File: src/rtl/rtc_cg_pkg.sv
package rtc_cg_pkg;

    localparam int BUS_W  = 8;
    localparam int ADDR_W = 2;

    typedef enum logic [ADDR_W-1:0] {
        ADDR_SUB   = 2'd0,
        ADDR_SEC   = 2'd1,
        ADDR_CTRL  = 2'd2,
        ADDR_SPARE = 2'd3
    } reg_addr_e;

    localparam int CTRL_CF_BIT  = 7;
    localparam int CTRL_AIE_BIT = 4;
    localparam int CTRL_CIE_BIT = 3;
    localparam int CTRL_AF_BIT  = 0;

    typedef struct packed {
        logic             rd;
        logic             wr;
        logic [ADDR_W-1:0] addr;
    } bus_req_t;

    typedef struct packed {
        logic rd_cnt;
        logic wr_sub;
        logic wr_sec;
        logic wr_ctrl;
    } reg_strobe_t;

    typedef struct packed {
        logic cf;
        logic aie;
        logic cie;
        logic af;
    } ctrl_t;

    function automatic reg_strobe_t decode_req(bus_req_t req);
        reg_strobe_t s;
        s.rd_cnt  = req.rd && ((req.addr == ADDR_SUB) || (req.addr == ADDR_SEC));
        s.wr_sub  = req.wr && (req.addr == ADDR_SUB);
        s.wr_sec  = req.wr && (req.addr == ADDR_SEC);
        s.wr_ctrl = req.wr && (req.addr == ADDR_CTRL);
        return s;
    endfunction

    function automatic logic [BUS_W-1:0] pack_ctrl(ctrl_t c);
        logic [BUS_W-1:0] b;
        b               = '0;
        b[CTRL_CF_BIT]  = c.cf;
        b[CTRL_AIE_BIT] = c.aie;
        b[CTRL_CIE_BIT] = c.cie;
        b[CTRL_AF_BIT]  = c.af;
        return b;
    endfunction

    function automatic ctrl_t unpack_ctrl(logic [BUS_W-1:0] b);
        ctrl_t c;
        c.cf  = b[CTRL_CF_BIT];
        c.aie = b[CTRL_AIE_BIT];
        c.cie = b[CTRL_CIE_BIT];
        c.af  = b[CTRL_AF_BIT];
        return c;
    endfunction

endpackage

File: src/rtl/rtc_cg_wrapcnt.sv
module rtc_cg_wrapcnt #(
    parameter int MOD = 64,
    localparam int W  = (MOD > 1) ? $clog2(MOD) : 1
) (
    input  logic         clk,
    input  logic         rst,
    input  logic         clr,
    input  logic         load,
    input  logic [W-1:0] load_val,
    input  logic         inc,
    output logic [W-1:0] count,
    output logic         at_max
);

    logic [W-1:0] count_q;

    always_ff @(posedge clk) begin
        if (rst) begin
            count_q <= '0;
        end else if (clr) begin
            count_q <= '0;
        end else if (load) begin
            count_q <= load_val;
        end else if (inc) begin
            if (count_q == W'(MOD - 1)) begin
                count_q <= '0;
            end else begin
                count_q <= count_q + W'(1);
            end
        end
    end

    assign count  = count_q;
    assign at_max = (count_q == W'(MOD - 1));

endmodule

File: src/rtl/rtc_cg_counters.sv
module rtc_cg_counters #(
    parameter int SUB_MOD = 64,
    parameter int SEC_MOD = 60,
    localparam int SUB_W  = $clog2(SUB_MOD),
    localparam int SEC_W  = $clog2(SEC_MOD)
) (
    input  logic             clk,
    input  logic             rst,
    input  logic             tick,
    input  logic             div_reset,
    input  logic             wr_sub,
    input  logic             wr_sec,
    input  logic [SUB_W-1:0] sub_wval,
    input  logic [SEC_W-1:0] sec_wval,
    output logic [SUB_W-1:0] sub_cnt,
    output logic [SEC_W-1:0] sec_cnt,
    output logic             carry
);

    logic sub_max;
    logic sec_max;

    // The sub-second stage carries only when it really advances past its top.
    assign carry = tick && sub_max && !div_reset && !wr_sub;

    rtc_cg_wrapcnt #(.MOD(SUB_MOD)) sub_stage_i (
        .clk      (clk),
        .rst      (rst),
        .clr      (div_reset),
        .load     (wr_sub),
        .load_val (sub_wval),
        .inc      (tick),
        .count    (sub_cnt),
        .at_max   (sub_max)
    );

    rtc_cg_wrapcnt #(.MOD(SEC_MOD)) sec_stage_i (
        .clk      (clk),
        .rst      (rst),
        .clr      (1'b0),
        .load     (wr_sec),
        .load_val (sec_wval),
        .inc      (carry),
        .count    (sec_cnt),
        .at_max   (sec_max)
    );

    // The top of the seconds range is only of interest to a next stage.
    logic sec_max_unused;
    assign sec_max_unused = sec_max;

endmodule

File: src/rtl/rtc_cg_flags.sv
module rtc_cg_flags
    import rtc_cg_pkg::*;
(
    input  logic  clk,
    input  logic  rst,
    input  logic  rd_cnt,
    input  logic  wr_cnt,
    input  logic  wr_ctrl,
    input  ctrl_t wr_val,
    input  logic  carry,
    input  logic  div_reset,
    input  logic  alarm_match,
    input  logic  alarm_load,
    output ctrl_t ctrl,
    output logic  carry_valid,
    output logic  alarm_valid,
    output logic  irq_carry,
    output logic  irq_alarm
);

    ctrl_t ctrl_q, ctrl_d;
    logic  cvalid_q;
    logic  aload_seen_q;
    logic  cload_seen_q;
    logic  collision;

    assign collision = rd_cnt && carry;

    always_comb begin
        ctrl_d = ctrl_q;
        if (wr_ctrl) begin
            ctrl_d.aie = wr_val.aie;
            ctrl_d.cie = wr_val.cie;
        end
        if (div_reset) begin
            ctrl_d.cf = 1'b0;
        end else if (collision) begin
            ctrl_d.cf = 1'b1;
        end else if (wr_ctrl) begin
            ctrl_d.cf = wr_val.cf;
        end
        if (alarm_match) begin
            ctrl_d.af = 1'b1;
        end else if (wr_ctrl && !wr_val.af) begin
            ctrl_d.af = 1'b0;
        end
    end

    always_ff @(posedge clk) begin
        if (rst) begin
            ctrl_q       <= '0;
            cvalid_q     <= 1'b0;
            aload_seen_q <= 1'b0;
            cload_seen_q <= 1'b0;
        end else begin
            ctrl_q <= ctrl_d;
            if (div_reset)  cvalid_q     <= 1'b1;
            if (alarm_load) aload_seen_q <= 1'b1;
            if (wr_cnt)     cload_seen_q <= 1'b1;
        end
    end

    assign ctrl        = ctrl_q;
    assign carry_valid = cvalid_q;
    assign alarm_valid = aload_seen_q && cload_seen_q;
    assign irq_carry   = ctrl_q.cf && ctrl_q.cie && cvalid_q;
    assign irq_alarm   = ctrl_q.af && ctrl_q.aie && aload_seen_q && cload_seen_q;

endmodule

File: src/rtl/rtc_cg_regif.sv
module rtc_cg_regif
    import rtc_cg_pkg::*;
#(
    parameter int SUB_W = 6,
    parameter int SEC_W = 6
) (
    input  bus_req_t          req,
    input  logic [SUB_W-1:0]  sub_cnt,
    input  logic [SEC_W-1:0]  sec_cnt,
    input  ctrl_t             ctrl,
    output reg_strobe_t       strobes,
    output logic [BUS_W-1:0]  rdata
);

    assign strobes = decode_req(req);

    always_comb begin
        unique case (req.addr)
            ADDR_SUB:  rdata = BUS_W'(sub_cnt);
            ADDR_SEC:  rdata = BUS_W'(sec_cnt);
            ADDR_CTRL: rdata = pack_ctrl(ctrl);
            default:   rdata = '0;
        endcase
    end

endmodule

File: src/rtl/rtc_carry_guard.sv
module rtc_carry_guard
    import rtc_cg_pkg::*;
#(
    parameter int SUB_MOD = 64,
    parameter int SEC_MOD = 60
) (
    input  logic              clk,
    input  logic              rst,
    input  logic              tick_64,
    input  logic              div_reset,
    input  logic              bus_rd,
    input  logic              bus_wr,
    input  logic [ADDR_W-1:0] bus_addr,
    input  logic [BUS_W-1:0]  bus_wdata,
    output logic [BUS_W-1:0]  bus_rdata,
    input  logic              alarm_load,
    input  logic              alarm_match,
    output logic              carry_valid,
    output logic              alarm_valid,
    output logic              irq_carry,
    output logic              irq_alarm
);

    localparam int SUB_W = $clog2(SUB_MOD);
    localparam int SEC_W = $clog2(SEC_MOD);

    bus_req_t         req;
    reg_strobe_t      strobes;
    ctrl_t            ctrl;
    logic [SUB_W-1:0] sub_cnt;
    logic [SEC_W-1:0] sec_cnt;
    logic             carry;
    logic             carry_flag;
    logic             alarm_flag;

    assign req.rd   = bus_rd;
    assign req.wr   = bus_wr;
    assign req.addr = bus_addr;

    rtc_cg_regif #(.SUB_W(SUB_W), .SEC_W(SEC_W)) regif_i (
        .req     (req),
        .sub_cnt (sub_cnt),
        .sec_cnt (sec_cnt),
        .ctrl    (ctrl),
        .strobes (strobes),
        .rdata   (bus_rdata)
    );

    rtc_cg_counters #(.SUB_MOD(SUB_MOD), .SEC_MOD(SEC_MOD)) counters_i (
        .clk       (clk),
        .rst       (rst),
        .tick      (tick_64),
        .div_reset (div_reset),
        .wr_sub    (strobes.wr_sub),
        .wr_sec    (strobes.wr_sec),
        .sub_wval  (bus_wdata[SUB_W-1:0]),
        .sec_wval  (bus_wdata[SEC_W-1:0]),
        .sub_cnt   (sub_cnt),
        .sec_cnt   (sec_cnt),
        .carry     (carry)
    );

    rtc_cg_flags flags_i (
        .clk         (clk),
        .rst         (rst),
        .rd_cnt      (strobes.rd_cnt),
        .wr_cnt      (strobes.wr_sub || strobes.wr_sec),
        .wr_ctrl     (strobes.wr_ctrl),
        .wr_val      (unpack_ctrl(bus_wdata)),
        .carry       (carry),
        .div_reset   (div_reset),
        .alarm_match (alarm_match),
        .alarm_load  (alarm_load),
        .ctrl        (ctrl),
        .carry_valid (carry_valid),
        .alarm_valid (alarm_valid),
        .irq_carry   (irq_carry),
        .irq_alarm   (irq_alarm)
    );

    assign carry_flag = ctrl.cf;
    assign alarm_flag = ctrl.af;

endmodule

File: config.mk
export PLATFORM = sky130hd
export DESIGN_NAME = rtc_carry_guard
export DESIGN_NICKNAME = d
export VERILOG_FILES = /design/src/rtl/rtc_cg_pkg.sv /design/src/rtl/rtc_cg_wrapcnt.sv /design/src/rtl/rtc_cg_counters.sv /design/src/rtl/rtc_cg_flags.sv /design/src/rtl/rtc_cg_regif.sv /design/src/rtl/rtc_carry_guard.sv
export SDC_FILE = /design/constraint.sdc
export NUM_CORES = 1
export LEC_CHECK = 0
export BUFFER_PORTS_ARGS = -buffer_cell sky130_fd_sc_hd__buf_2
export CELL_PAD_IN_SITES_DETAIL_PLACEMENT = 1
export CELL_PAD_IN_SITES_GLOBAL_PLACEMENT = 2
export CORE_MARGIN = 5
export CORE_UTILIZATION = 30
export DETAILED_ROUTE_END_ITERATION = 8
export PLACE_DENSITY_LB_ADDON = 0.1
export SYNTH_ARGS = -nofsm -noshare
export SYNTH_HDL_FRONTEND = slang
export SYNTH_SLANG_ARGS = --single-unit
File: constraint.sdc
create_clock -name clk -period 2.3 [get_ports clk]
set_clock_uncertainty 0.2 [all_clocks]
set_input_delay 0.345 -clock clk [delete_from_list [all_inputs] [get_ports clk]]
set_output_delay 0.345 -clock clk [all_outputs]
set_load 0.02 [all_outputs]
==> results of run 1 <==
-- routing by layer --
layer	vias to the layer above	share of wire	GRT usage
met4	0	0.0088	0.0307
met2	38	0.47	0.242
met3	4	0.063	0.0220
met1	576	0.46	0.186
li1	580	-	-
met5	-	0	0
-- worst paths after layout --
kind,from,to,slack (ns),cells after the start
worst max-delay path,counters_i.sub_stage_i.count[1],counters_i.sec_stage_i.count[0],0.22,5
worst min-delay path,alarm_load,flags_i.aload_seen_q,0.09,3
worst max register to register,counters_i.sub_stage_i.count[1],counters_i.sec_stage_i.count[0],0.22,5
worst min register to register,flags_i.aload_seen_q,flags_i.aload_seen_q,0.27,2
-- per-stage QoR --
step	setup WS (ns)	util	power [µW]	hold WS, ns	cell area, µm²
global route	0.104	0.370	735	0.107	1390
detailed placement	0.251	0.358	473	0.255	1340
CTS	0.214	0.370	711	0.0882	1390
floorplan	0.453	-	431	0.223	1190
global placement	0.318	0.358	469	0.241	1340
finish	0.220	0.370	700	0.0908	1390
-- final cells by class --
| class | instances | area, µm² |
|---|---|---|
| sequential | 19 | 380 |
| multi-input combinational | 114 | 721 |
| clock buffer | 4 | 45.0 |
| fill | 479 | 2360 |
| timing repair buffer | 32 | 173 |
| tap | 48 | 60.1 |
| inverter | 2 | 7.51 |
-- power by group --
part,switching (µW),internal (µW)
combinational,63.9,42.3
sequential,15.3,344
clock,112,123
total,191,509
-- cell usage in the layout, fill, tap and decap left out, types with 2 or more instances in the layout --
cell	netlist	layout
or2_2	2	2
and3_1	4	4
buf_2	1	27
a21oi_1	9	9
xor2_1	2	2
ha_1	2	2
a311oi_1	4	4
nand3_1	5	5
or3b_1	3	3
and2_1	3	3
dfxtp_1	19	19
a221oi_1	2	2
inv_1	2	2
nand4_1	6	6
a211oi_1	3	3
nand2_1	13	13
nor2b_1	3	3
o21ai_0	10	10
buf_4	4	5
nand3b_1	2	2
mux2i_1	10	10
a31oi_1	2	2
nor2_1	17	17
clkbuf_8	0	3
-- registers in the layout (all words and copies together) (netlist names) --
register	flops
flags_i.ctrl	4
flags_i.aload_seen_q	1
flags_i.carry_valid	1
flags_i.cload_seen_q	1
counters_i.sub_stage_i.count	6
counters_i.sec_stage_i.count	6
-- worst register-to-register path, stage by stage (launching register included) --
cell and delay [ns]:
dfxtp_1 0.40, ha_1 0.31, and4b_4 0.32, nand3_4 0.11
or3b_1 0.36, a311oi_1 0.28
-- cell families (layout without fill, tap and decap cells) --
logic type	Yosys count	after routing
flip-flops	19	19
other	1	1
multiplexers	10	10
AO/OA/AOI/OAI	34	34
XOR/XNOR	2	2
adder cells (fa/ha/maj)	2	2
AND/OR/NAND/NOR	65	65
buffers and inverters	12	38
==> impl_metrics.csv, run 1 <==
group,metric,value,unit
run_status,status,"completed",
synth,netlist_area,1190,µm²
finish,final_net_count,192,
clock_network,clockRootBuffer,"clkbuf_8",
clock_network,clk_pin_slew,0.07,ns
routing,wire_per_inst,16.5,µm
grt,grt_max_degree,17,
finish,drive_gt1_frac,0.234,
sta,period_minus_slack,2.08,ns
routing,drc,0,
synth,synth_seq_cells,19,
sta,period_share,0.905,
hold_path,hold_class,"input port to flip-flop",
floorplan,num_rows,22,
synth,avgSynthCellArea,8.18,µm²
clock_network,cts_buffers,3,
clock_network,clock_sinks,19,
flow_run,drv_cap,0,
floorplan,core_area,3740,µm²
sta,hold_viol_final,0,
power_and_ir_drop,power_density,505,nW/µm²
clock_network,clk_latency,0.25,ns
worst_setup_path,crit_path_max_fanout,6,
worst_setup_path,critical_path.cell_chain,"ha_1, and4b_4, nand3_4, or3b_1, a311oi_1",
sta,slew_violations,0,
clock_network,cts_setup_buffers,0,
synth,synth_top_area_cell,"dfxtp_1",
grt,grt_pass1_vias,1230,
synth,synthArstFlopShare,0,
grt,grt_pass1_wl,5910,µm
worst_setup_path,start_kind,"flip-flop",
placed_design,dpl.hpwl,2810,µm
sta,max_freq,481,MHz
floorplan,die_x,72.9,µm
placed_design,placed_cells,215,
routing,dr.pass1.iters,4,
worst_setup_path,worstSetupPathType,"flip-flop to flip-flop",
synth,synth_top_area_frac,0.321,
placed_design,port_buffers,27,
power_and_ir_drop,ir_drop,0.000211,V
synth,synth_compound_area_frac,0.181,
floorplan,die_h,72.9,µm
synth,ys.flop_type,"dfxtp_1",
worst_setup_path,critPathBufInv,0,
routing,drtIter0Drc,32,
worst_setup_path,required,2.26,ns
synth,synth_edf_count,0,
floorplan,start_util,0.317,
grt,antenna_found_initial,0,
synth,synth_area_leaders,"dfxtp_1, mux2i_1, nor2_1",
clock_network,ctsResizeCount,0,
sta,rsz0062_at_grt,"false",
placed_design,gp_congestion,0.903,
routing,vias,1198,
synth,synthMuxAreaShare,0.0844,
synth,synth_fp_nets,165,
synth,synthTopCellsByCount,"dfxtp_1, nor2_1, nand2_1, mux2i_1, o21ai_0",
grt,track_usage,0.141,
synth,synth-xor-area-share,0.0148,
floorplan,ios,30,
synth,yosys_warnings,0,
sta,finalSetupViolCount,0,
synth,ys_seq_area_frac,0.321,
worst_setup_path,max_stage_delay,0.40,ns
grt,grt_overflow,0,
finish,diodes,0,
finish,fin_cells,219,
synth,synthAdderAreaFrac,0.0211,
clock_network,cts_tree,"built",
finish,area_growth,16.9,%
power_and_ir_drop,power_leakage,0.000577,µW
routing,finalWirelength,3620,µm
synth,synth_top_family_by_area,"simple AND/OR/NAND/NOR gates",
clock_network,h-tree-depth,1,
clock_network,hold_buffers,0,
routing,viasPerCell,5.47,
synth,synth_most_common_cell,"dfxtp_1",
synth,synth_simple_gate_area_frac,0.303,
clock_network,clk_path_buf_depth,2,
synth,syn_inst,145,
worst_setup_path,arrival,2.04,ns
routing,drtAntennaViolNets,0,
worst_setup_path,worst_setup_path_end_kind,"flip-flop",
sta,fin_setup_tns,0,ns
floorplan,die_area,5310,µm²
synth,netlist-cell-type-count,38,
worst_setup_path,cp_top_family,"simple AND/OR/NAND/NOR gates",
worst_setup_path,cp_slowest_cell,"dfxtp_1",
Note: power is estimated with default switching activity, not from simulation.
==> inputs of run 2 (changes only) <==
--- a/config.mk
+++ b/config.mk
@@ -11,7 +11,7 @@
 export CORE_MARGIN = 5
 export CORE_UTILIZATION = 30
 export DETAILED_ROUTE_END_ITERATION = 8
-export PLACE_DENSITY_LB_ADDON = 0.1
+export PLACE_DENSITY_LB_ADDON = 0.12
 export SYNTH_ARGS = -nofsm -noshare
 export SYNTH_HDL_FRONTEND = slang
 export SYNTH_SLANG_ARGS = --single-unit
==> impl_metrics.csv, run 2 (synthesis results as in run 1) <==
group,metric,value,unit
run_status,status,"completed",
worst_setup_path,worstSetupPathType,"flip-flop to flip-flop",
clock_network,cts_buffers,3,
worst_setup_path,required,2.27,ns
sta,hold_viol_final,0,
worst_setup_path,cp_top_family,"simple AND/OR/NAND/NOR gates",
clock_network,hold_buffers,0,
grt,grt_pass1_vias,1251,
sta,period_share,0.900,
routing,dr.pass1.iters,4,
worst_setup_path,critical_path.cell_chain,"ha_1, and4b_4, nand3_4, or3b_1, a311oi_1",
power_and_ir_drop,power_density,513,nW/µm²
power_and_ir_drop,ir_drop,0.000314,V
grt,track_usage,0.147,
floorplan,ios,30,
finish,layout_commonest_cell,"buf_2",
clock_network,clk_path_buf_depth,2,
clock_network,clk_latency,0.26,ns
sta,fin_setup_tns,0,ns
worst_setup_path,critPathBufInv,0,
hold_path,hold_class,"input port to flip-flop",
sta,period_minus_slack,2.07,ns
floorplan,start_util,0.317,
routing,drc,0,
placed_design,dpl.hpwl,2760,µm
sta,max_freq,483,MHz
clock_network,clock_sinks,19,
clock_network,h-tree-depth,1,
routing,wire_per_inst,17.1,µm
worst_setup_path,arrival,2.04,ns
routing,drtIter0Drc,60,
routing,vias,1176,
finish,area_growth,15.6,%
floorplan,die_x,72.9,µm
floorplan,num_rows,22,
clock_network,cts_tree,"built",
floorplan,die_area,5310,µm²
routing,finalWirelength,3710,µm
worst_setup_path,crit_path_max_fanout,6,
worst_setup_path,start_kind,"flip-flop",
worst_setup_path,max_stage_delay,0.44,ns
sta,finalSetupViolCount,0,
worst_setup_path,worst_setup_path_end_kind,"flip-flop",
finish,fillers,481,
floorplan,die_h,72.9,µm
floorplan,core_area,3740,µm²
routing,viasPerCell,5.42,
worst_setup_path,cp_slowest_cell,"dfxtp_1",
placed_design,gp_congestion,0.864,
finish,diodes,0,
finish,drive_gt1_frac,0.225,
flow_run,drv_cap,0,
clock_network,cts_setup_buffers,0,
sta,rsz0062_at_grt,"false",
routing,drtAntennaViolNets,0,
power_and_ir_drop,power_leakage,0.000568,µW
grt,antenna_found_initial,0,
grt,grt_pass1_wl,6140,µm
finish,final_net_count,190,
finish,layout_common_cells,"buf_2, dfxtp_1, nor2_1, nand2_1",
grt,grt_overflow,0,
finish,final_util,0.366,
sta,slew_violations,0,
grt,grt_max_degree,17,
clock_network,clockRootBuffer,"clkbuf_8",
clock_network,ctsResizeCount,0,
clock_network,clk_pin_slew,0.07,ns
placed_design,port_buffers,27,
run 2: area by class of cell:
class | count | area, µm² | area share
Timing Repair Buffer | 30 | 158 | 0.115
Inverter | 2 | 7.51 | 0.00547
Multi-Input combinational cell | 114 | 721 | 0.526
Tap cell | 48 | 60.1 | 0.0438
Sequential cell | 19 | 380 | 0.277
Clock buffer | 4 | 45.0 | 0.0328
run 2: worst reg2reg max path, cell delays in order, from the launching register on:
cell and delay [ns]:
dfxtp_1 0.44, ha_1 0.30, and4b_4 0.31, nand3_4 0.11, or3b_1 0.37, a311oi_1 0.25
run 2: layer usage:
| metal | global-route usage | share of wire |
|---|---|---|
| met5 | 0 | 0 |
| met4 | 0.0246 | 0.0040 |
| met3 | 0.0303 | 0.039 |
| met2 | 0.249 | 0.48 |
| met1 | 0.194 | 0.47 |
run 2: metrics by stage:
step	hold WS (ns)	total power (µW)	instance area (µm²)	setup slack [ns]	cells
5_1_grt	0.0942	737	1370	0.112	217
3_5_place_dp	0.261	471	1330	0.230	213
4_1_cts	0.0840	716	1370	0.208	217
6_report	0.0870	704	1370	0.231	217
3_3_place_gp	0.243	469	1330	0.292	213
2_1_floorplan	0.223	431	1190	0.453	145
run 2: worst paths after layout:
| path | from | end | slack [ns] | cells after the start |
|---|---|---|---|---|
| max | counters_i.sub_stage_i.count[0] | counters_i.sec_stage_i.count[0] | 0.23 | 5 |
| min | alarm_load | flags_i.aload_seen_q | 0.09 | 3 |
| max reg2reg | counters_i.sub_stage_i.count[0] | counters_i.sec_stage_i.count[0] | 0.23 | 5 |
| min reg2reg | flags_i.aload_seen_q | flags_i.aload_seen_q | 0.27 | 2 |
run 2: power breakdown:
part | total, µW | internal, µW | switching, µW
logic | 104 | 40.5 | 63.1
clock network | 241 | 123 | 117
registers | 360 | 343 | 16.4
==> inputs of run 3 (changes only) <==
--- a/config.mk
+++ b/config.mk
@@ -10,8 +10,10 @@
 export CELL_PAD_IN_SITES_GLOBAL_PLACEMENT = 2
 export CORE_MARGIN = 5
 export CORE_UTILIZATION = 30
+export CTS_CLUSTER_SIZE = 12
 export DETAILED_ROUTE_END_ITERATION = 8
 export PLACE_DENSITY_LB_ADDON = 0.12
+export REMOVE_ABC_BUFFERS = 1
 export SYNTH_ARGS = -nofsm -noshare
 export SYNTH_HDL_FRONTEND = slang
 export SYNTH_SLANG_ARGS = --single-unit
==> impl_metrics.csv, run 3 (synthesis results as in run 1) <==
group,metric,value,unit
run_status,status,"completed",
placed_design,post-place-ws,0.301,ns
floorplan,start_util,0.317,
placed_design,postPlaceCellArea,1340,µm²
routing,finalWirelength,3470,µm
floorplan,die_h,72.9,µm
finish,finalInstanceArea,1390,µm²
power_and_ir_drop,power_density,504,nW/µm²
clock_network,clk_path_buf_depth,2,
sta,period_share,0.877,
flow_run,drv_cap,0,
grt,track_usage,0.139,
worst_setup_path,worstSetupPathType,"flip-flop to flip-flop",
power_and_ir_drop,swShare,0.272,
clock_network,h-tree-depth,1,
finish,drive_gt1_frac,0.234,
floorplan,num_rows,22,
sta,finalSetupViolCount,0,
floorplan,ios,30,
clock_network,clockRootBuffer,"clkbuf_8",
grt,grt_overflow,0,
grt,grt_pass1_wl,5810,µm
power_and_ir_drop,p_clk_frac,0.336,
finish,layout_common_cells,"buf_2, dfxtp_1, nor2_1, nand2_1",
power_and_ir_drop,power_leakage,0.000577,µW
placed_design,port_buffers,27,
sta,period_minus_slack,2.02,ns
finish,fillers,493,
power_and_ir_drop,comb_power_share,0.151,
clock_network,ctsResizeCount,0,
grt,grt_max_degree,17,
clock_network,clk_pin_slew,0.07,ns
sta,fin_setup_tns,0,ns
power_and_ir_drop,power_frac_seq,0.513,
sta,hold_viol_final,0,
sta,setup_ws,0.284,ns
floorplan,core_area,3740,µm²
sta,max_freq,496,MHz
clock_network,cts_tree,"built",
floorplan,die_area,5310,µm²
hold_path,hold_class,"input port to flip-flop",
routing,drtIter0Drc,42,
placed_design,gp_congestion,0.880,
placed_design,dpl.hpwl,2730,µm
power_and_ir_drop,internal_power,509,µW
finish,area_growth,16.9,%
routing,vias,1163,
power_and_ir_drop,ir_drop,0.000147,V
clock_network,cts_setup_buffers,0,
grt,grt_pass1_vias,1181,
sta,slew_violations,0,
routing,viasPerCell,5.31,
routing,dr.pass1.iters,3,
finish,layout_commonest_cell,"buf_2",
routing,drc,0,
grt,antenna_found_initial,0,
worst_setup_path,required,2.27,ns
floorplan,die_x,72.9,µm
routing,wire_per_inst,15.9,µm
worst_setup_path,arrival,1.99,ns
worst_setup_path,worst_setup_path_end_kind,"flip-flop",
worst_setup_path,crit_path_max_fanout,6,
finish,diodes,0,
worst_setup_path,start_kind,"flip-flop",
power_and_ir_drop,switchingPower,190,µW
finish,final_net_count,192,
routing,drtAntennaViolNets,0,
clock_network,clk_latency,0.25,ns
clock_network,clock_sinks,19,
sta,rsz0062_at_grt,"false",
clock_network,cts_buffers,3,
clock_network,hold_buffers,0,
## run 3: changes by cell type in the layout (fill, tap and decap cells not counted), sizes merged
cell  before  now
buf       30   32
## run 3: path summary, 6_finish.rpt
kind                                    from                         endpoint  slack (ns)  cells past startpoint
max          counters_i.sub_stage_i.count[1]  counters_i.sec_stage_i.count[0]        0.28                      5
min                               alarm_load             flags_i.aload_seen_q        0.10                      3
max reg2reg  counters_i.sub_stage_i.count[1]  counters_i.sec_stage_i.count[0]        0.28                      5
min reg2reg             flags_i.aload_seen_q             flags_i.aload_seen_q        0.28                      2
## run 3: power groups by stage
stage          sequential (µW)  combinational (µW)  clock [µW]
4_1_cts                    358                 106         247
3_5_place_dp               366                 106           0
3_3_place_gp               366                 104           0
2_1_floorplan              363                50.9           0
5_1_grt                    361                 117         263
6_report                   359                 106         234
## run 3: critical path: stages, from the launching register on
cell	delay (ns)
dfxtp_1	0.41
ha_1	0.29
and4b_4	0.31
nand3_4	0.11
or3b_1	0.36
a311oi_1	0.24
## run 3: metrics by stage
stage                util  cells  total power [µW]  hold slack, ns
detailed placement  0.358    215               472           0.266
floorplan               -    135               414           0.214
global placement    0.358    215               469           0.240
global route        0.370    219               741           0.134
finish              0.370    219               699           0.101
CTS                 0.370    219               712           0.104
## run 3: layer usage
layer	track usage	wire, µm
met5	0	0
met4	0.0246	17
met3	0.0262	176
met2	0.228	1570
met1	0.190	1710
## run 3: final cells by class
class | count | area (µm²) | share of cell area
clock buffer | 4 | 45.0 | 0.0325
inverter | 2 | 7.51 | 0.00542
multi-input combinational | 114 | 721 | 0.520
tap | 48 | 60.1 | 0.0433
timing repair buffer | 32 | 173 | 0.125
sequential | 19 | 380 | 0.274
